$ cat src/rtl/smac_pkg.sv
package smac_pkg;
    typedef enum logic [2:0] {
        ACT_IDLE    = 3'd0,
        ACT_CLEAR   = 3'd1,
        ACT_LOAD_LO = 3'd2,
        ACT_LOAD_HI = 3'd3,
        ACT_ACCUM   = 3'd4
    } smac_act_e;
endpackage

$ cat src/rtl/smac_decode.sv
module smac_decode
    import smac_pkg::*;
(
    input  logic       cmd_valid,
    input  logic [2:0] cmd_code,
    output smac_act_e  act
);
    always_comb begin
        act = ACT_IDLE;
        if (cmd_valid) begin
            unique case (cmd_code)
                3'd1:    act = ACT_CLEAR;
                3'd2:    act = ACT_LOAD_LO;
                3'd3:    act = ACT_LOAD_HI;
                3'd4:    act = ACT_ACCUM;
                default: act = ACT_IDLE;
            endcase
        end
    end
endmodule

$ cat src/rtl/smac_mult.sv
module smac_mult #(
    parameter int OP_W = 16,
    localparam int PROD_W = 2 * OP_W
) (
    input  logic [OP_W-1:0]   op_a,
    input  logic [OP_W-1:0]   op_b,
    output logic [PROD_W-1:0] prod
);
    logic signed [OP_W-1:0]   sa;
    logic signed [OP_W-1:0]   sb;
    logic signed [PROD_W-1:0] sp;

    always_comb begin
        sa   = signed'(op_a);
        sb   = signed'(op_b);
        sp   = PROD_W'(sa) * PROD_W'(sb);
        prod = unsigned'(sp);
    end
endmodule

$ cat src/rtl/smac_accum.sv
module smac_accum
    import smac_pkg::*;
#(
    parameter int LO_W   = 32,
    parameter int HI_W   = 10,
    parameter int PROD_W = 32,
    localparam int ACC_W = LO_W + HI_W
) (
    input  logic              clk,
    input  logic              rst,
    input  smac_act_e         act,
    input  logic [PROD_W-1:0] prod,
    input  logic [LO_W-1:0]   load_data,
    output logic [ACC_W-1:0]  acc
);
    logic [ACC_W-1:0] acc_nxt;
    logic [ACC_W-1:0] prod_ext;

    assign prod_ext = {{(ACC_W-PROD_W){prod[PROD_W-1]}}, prod};

    // state register
    always_ff @(posedge clk) begin
        if (rst) acc <= '0;
        else     acc <= acc_nxt;
    end

    // next-state logic
    always_comb begin
        acc_nxt = acc;
        unique case (act)
            ACT_IDLE:    acc_nxt = acc;
            ACT_CLEAR:   acc_nxt = '0;
            ACT_LOAD_LO: acc_nxt = {acc[ACC_W-1:LO_W], load_data};
            ACT_LOAD_HI: acc_nxt = {load_data[HI_W-1:0], acc[LO_W-1:0]};
            ACT_ACCUM:   acc_nxt = acc + prod_ext;
            default:     acc_nxt = acc;
        endcase
    end

    assert_reset_zero_R1: assert property (@(posedge clk)
        rst |=> acc == '0);

    assert_accum_sum_R2: assert property (@(posedge clk) disable iff (rst)
        act == ACT_ACCUM |=> acc == $past(acc) + $past(prod_ext));

    assert_load_lo_R4: assert property (@(posedge clk) disable iff (rst)
        act == ACT_LOAD_LO |=> acc[LO_W-1:0] == $past(load_data)
                               && acc[ACC_W-1:LO_W] == $past(acc[ACC_W-1:LO_W]));

    assert_load_hi_R5: assert property (@(posedge clk) disable iff (rst)
        act == ACT_LOAD_HI |=> acc[ACC_W-1:LO_W] == $past(load_data[HI_W-1:0])
                               && acc[LO_W-1:0] == $past(acc[LO_W-1:0]));

    assert_clear_R7: assert property (@(posedge clk) disable iff (rst)
        act == ACT_CLEAR |=> acc == '0);

    assert_idle_hold_R11: assert property (@(posedge clk) disable iff (rst)
        act == ACT_IDLE |=> $stable(acc));
endmodule

$ cat src/rtl/smac_readout.sv
module smac_readout #(
    parameter int LO_W = 32,
    parameter int HI_W = 10,
    localparam int ACC_W = LO_W + HI_W
) (
    input  logic [ACC_W-1:0] acc,
    input  logic             rd_hi,
    output logic [LO_W-1:0]  rd_data,
    output logic             flag_z,
    output logic             flag_n,
    output logic             flag_v
);
    logic [LO_W-1:0] hi_ext;

    assign hi_ext = {{(LO_W-HI_W){acc[ACC_W-1]}}, acc[ACC_W-1:LO_W]};

    always_comb begin
        rd_data = rd_hi ? hi_ext : acc[LO_W-1:0];
        flag_z  = (acc == '0);
        flag_n  = acc[ACC_W-1];
        flag_v  = 1'b0;
    end

    // a zero flag must come with a zero read, whichever part is selected
    always_comb begin
        if (flag_z) assert_zero_read_R8: assert (rd_data == '0);
    end
endmodule

$ cat src/rtl/smac_unit.sv
module smac_unit #(
    parameter int OP_W = 16,
    parameter int LO_W = 32,
    parameter int HI_W = 10
) (
    input  logic            clk,
    input  logic            rst,
    input  logic            cmd_valid,
    input  logic [2:0]      cmd_code,
    input  logic [OP_W-1:0] op_a,
    input  logic [OP_W-1:0] op_b,
    input  logic [LO_W-1:0] load_data,
    input  logic            rd_hi,
    output logic [LO_W-1:0] rd_data,
    output logic            flag_z,
    output logic            flag_n,
    output logic            flag_v
);
    import smac_pkg::*;

    localparam int PROD_W = 2 * OP_W;
    localparam int ACC_W  = LO_W + HI_W;

    smac_act_e         act;
    logic [PROD_W-1:0] prod;
    logic [ACC_W-1:0]  acc;

    smac_decode u_decode (
        .cmd_valid (cmd_valid),
        .cmd_code  (cmd_code),
        .act       (act)
    );

    smac_mult #(.OP_W(OP_W)) u_mult (
        .op_a (op_a),
        .op_b (op_b),
        .prod (prod)
    );

    smac_accum #(.LO_W(LO_W), .HI_W(HI_W), .PROD_W(PROD_W)) u_accum (
        .clk       (clk),
        .rst       (rst),
        .act       (act),
        .prod      (prod),
        .load_data (load_data),
        .acc       (acc)
    );

    smac_readout #(.LO_W(LO_W), .HI_W(HI_W)) u_readout (
        .acc     (acc),
        .rd_hi   (rd_hi),
        .rd_data (rd_data),
        .flag_z  (flag_z),
        .flag_n  (flag_n),
        .flag_v  (flag_v)
    );
endmodule

$ cat config.mk
export PLATFORM = sky130hd
export DESIGN_NAME = smac_unit
export DESIGN_NICKNAME = d
export VERILOG_FILES = /design/src/rtl/smac_pkg.sv /design/src/rtl/smac_decode.sv /design/src/rtl/smac_mult.sv /design/src/rtl/smac_accum.sv /design/src/rtl/smac_readout.sv /design/src/rtl/smac_unit.sv
export SDC_FILE = /design/constraint.sdc
export NUM_CORES = 1
export LEC_CHECK = 0
export BUFFER_PORTS_ARGS = -buffer_cell sky130_fd_sc_hd__buf_2
export CAP_MARGIN = 40
export CORE_ASPECT_RATIO = 1.4
export CORE_MARGIN = 4
export CORE_UTILIZATION = 40
export CTS_CLUSTER_SIZE = 14
export DETAILED_ROUTE_END_ITERATION = 8
export PLACE_DENSITY = 0.56
export SETUP_SLACK_MARGIN = 0.05
export SYNTH_ARGS = -nofsm -noshare
export SYNTH_HDL_FRONTEND = slang
export SYNTH_SLANG_ARGS = --single-unit
export TNS_END_PERCENT = 100
$ cat constraint.sdc
create_clock -name clk -period 22.1 [get_ports clk]
set_input_delay 6.63 -clock clk [delete_from_list [all_inputs] [get_ports clk]]
set_output_delay 6.63 -clock clk [all_outputs]
set_load 0.02 [all_outputs]
==> impl_metrics.env <==
export IMPL_ys_flop_type="dfxtp_1"
export IMPL_slew_headroom_pct=44.3
export IMPL_worst_pin_slew_ps=828
export IMPL_coreArea_um2=35100
export IMPL_drt_total_wl_um=39500
export IMPL_rows=81
export IMPL_clk_pin_slew_ps=70
export IMPL_synth_cells=1668
export IMPL_final_setup_tns_ps=0
export IMPL_dieHeight_um=231
export IMPL_cts_htree_levels=2
export IMPL_cts_sinks=42
export IMPL_die_area_um2=38700
export IMPL_cts_resized=0
export IMPL_most_common_layout_cells="inv_1 (340), fa_1 (263), nand2_1 (165)"
export IMPL_cp_arrival_ps=15270
export IMPL_skew_ps=6.40
export IMPL_top_register="u_accum.acc"
export IMPL_largest_reg_flops=42
export IMPL_rsz0062_at_grt="false"
export IMPL_grt_pass1_vias=12500
export IMPL_muxShareOfSynthArea_pct=0.704
export IMPL_layout_drive_gt1_share_pct=8.15
export IMPL_cp_required_ps=22320
export IMPL_start_util_pct=40.6
export IMPL_status="complete, no violations"
export IMPL_cts_setup_buffers=0
export IMPL_drt_first_pass_iters=6
export IMPL_max_freq_ghz=0.0665
export IMPL_crit_path_end_kind="flip-flop"
export IMPL_syn_area_um2=14200
export IMPL_drv_slew=0
export IMPL_hold_buffers=0
export IMPL_path_class="primary input to flip-flop"
export IMPL_tritoncts="done"
export IMPL_place_gp_congestion=0.907
export IMPL_cts_root_buf="clkbuf_16"
export IMPL_rrSetupSlack_ps=18520
export IMPL_finish_utilization_pct=43.6
export IMPL_synth_compound_gate_area_share_pct=13.5
export IMPL_crit_fanout=16
export IMPL_reg_top3="u_accum.acc x42"
export IMPL_grt_overflow_total=0
export IMPL_synth_seq_cells=42
export IMPL_yosys_area_share_simple_pct=16.7
export IMPL_synth_async_reset_ratio_pct=0
export IMPL_fin_nets=2178
export IMPL_ys_seq_area_share_pct=5.91
export IMPL_grt_pass1_wl_um=66700
export IMPL_insertedDiodeCount=0
export IMPL_hold_viol=0
export IMPL_grt_antenna_before_repair=0
export IMPL_die_w_um=167
export IMPL_grt_usage_pct=21.0
export IMPL_setup_violations_final=0
export IMPL_cpMostUsedCell="fa_1"
export IMPL_period_share_pct=68.1
export IMPL_drc_errors=0
export IMPL_cpPeakStageDelay_ps=880
export IMPL_io_pins=106
export IMPL_ys_warn_count=0
export IMPL_synth_xor_area_share_pct=4.00
export IMPL_synth_top_family_by_area="adder cells"
export IMPL_hold_path_class="flip-flop to flip-flop"
export IMPL_syn_num_nets=2130
export IMPL_drt_initial_drc_count=759
export IMPL_synth_edf_count=0
export IMPL_final_common_cell="inv_1"
export IMPL_wl_per_cell_um=18.2
export IMPL_holdWs_ps=604
export IMPL_vias=11700
export IMPL_numPortBuffers=104
export IMPL_synth_cell_types=72
export IMPL_numCtsBuffers=5
export IMPL_synth_fa_ha_area_share_pct=48.3
export IMPL_crit_slowest_cell="fa_1"
export IMPL_area_delta_synth_final_pct=7.46
export IMPL_min_period_ps=15050
export IMPL_grt_start_max_net_pins=51
export IMPL_syn_avg_cell_area_um2=8.53
export IMPL_vias_per_cell=5.36
export IMPL_ant_nets=0
export IMPL_clk_latency_ps=300
export IMPL_dp_final_hpwl_um=33200
export IMPL_cts_buffer_depth=2
export IMPL_crit_path_start_kind="primary input"
export IMPL_max_cap_violations=0
worst max-delay path, delay by kind of cell:
kind	cells	cell delay, ps
compound gates	10	2250
fa+ha+maj	8	4210
buf+inv	4	510
simple gates	7	1620
worst paths after layout:
kind	start	end	depth (start not counted)
max	op_a[15]	u_accum.acc[41]$_SDFFE_PP0P_	29
max reg2reg	u_accum.acc[0]$_SDFFE_PP0P_	u_accum.acc[36]$_SDFFE_PP0P_	12
min	u_accum.acc[0]$_SDFFE_PP0P_	u_accum.acc[0]$_SDFFE_PP0P_	2
min reg2reg	u_accum.acc[0]$_SDFFE_PP0P_	u_accum.acc[0]$_SDFFE_PP0P_	2
synth_stat cells (all sizes together) (4+ instances only):
| master | n | area [um^2] |
|---|---|---|
| fa | 263 | 5270 |
| o2111ai | 4 | 35.0 |
| nand3b | 4 | 30.0 |
| a211oi | 9 | 72.6 |
| mux2 | 8 | 90.1 |
| and2 | 124 | 776 |
| or3 | 7 | 43.8 |
| a21o | 26 | 195 |
| o22ai | 9 | 56.3 |
| dfxtp | 42 | 841 |
| a222oi | 23 | 230 |
| nor2b | 6 | 37.5 |
| nand4 | 15 | 93.8 |
| o311ai | 5 | 51.3 |
| nand2 | 165 | 619 |
| nand3 | 21 | 105 |
| a22oi | 16 | 120 |
| xor2 | 19 | 166 |
| o211ai | 5 | 37.5 |
| o21ai | 62 | 314 |
| xnor2 | 46 | 403 |
| a21oi | 61 | 309 |
| clkbuf | 61 | 230 |
| nor2 | 68 | 255 |
| buf | 7 | 33.8 |
| and3 | 7 | 48.8 |
| o21bai | 9 | 67.6 |
| inv | 340 | 1280 |
| nor3 | 20 | 100 |
| o21a | 8 | 60.1 |
| ha | 128 | 1600 |
| o31ai | 7 | 71.3 |
| nand2b | 15 | 93.8 |
| nor4 | 14 | 103 |
| or4 | 6 | 45.0 |
per-stage QoR:
stage	instances	setup slack [ps]	cell area, um^2
global route	2173	6500	15300
detailed placement	2165	6730	15100
finish	2173	7050	15300
global placement	2165	6820	15100
CTS	2173	6990	15300
floorplan	1668	7270	14200
kinds of logic after synthesis:
family	after synthesis
buffers and inverters	408
flip-flops	42
XOR/XNOR	65
other	1
AND/OR/NAND/NOR	476
adder cells (fa/ha/maj)	391
multiplexers	9
AO/OA/AOI/OAI	276
cell type report:
class                      instances  area, um^2
inverter                         340        1280
multi-input combinational       1218       11900
tap                              456         571
clock inverter                     3        43.8
sequential                        42         841
clock buffer                       5         125
timing repair buffer             109         558
fill                            3546       19800
routing by layer:
metal | wire length, um | global-route usage [%]
met4 | 1190 | 6.52
met3 | 1780 | 1.42
met2 | 19800 | 37.2
met1 | 16800 | 27.7
met5 | 0 | 0
Power is left out: the tool's default activity adds up to more than one toggle a clock period on the data nets, which glitch-free logic cannot reach.
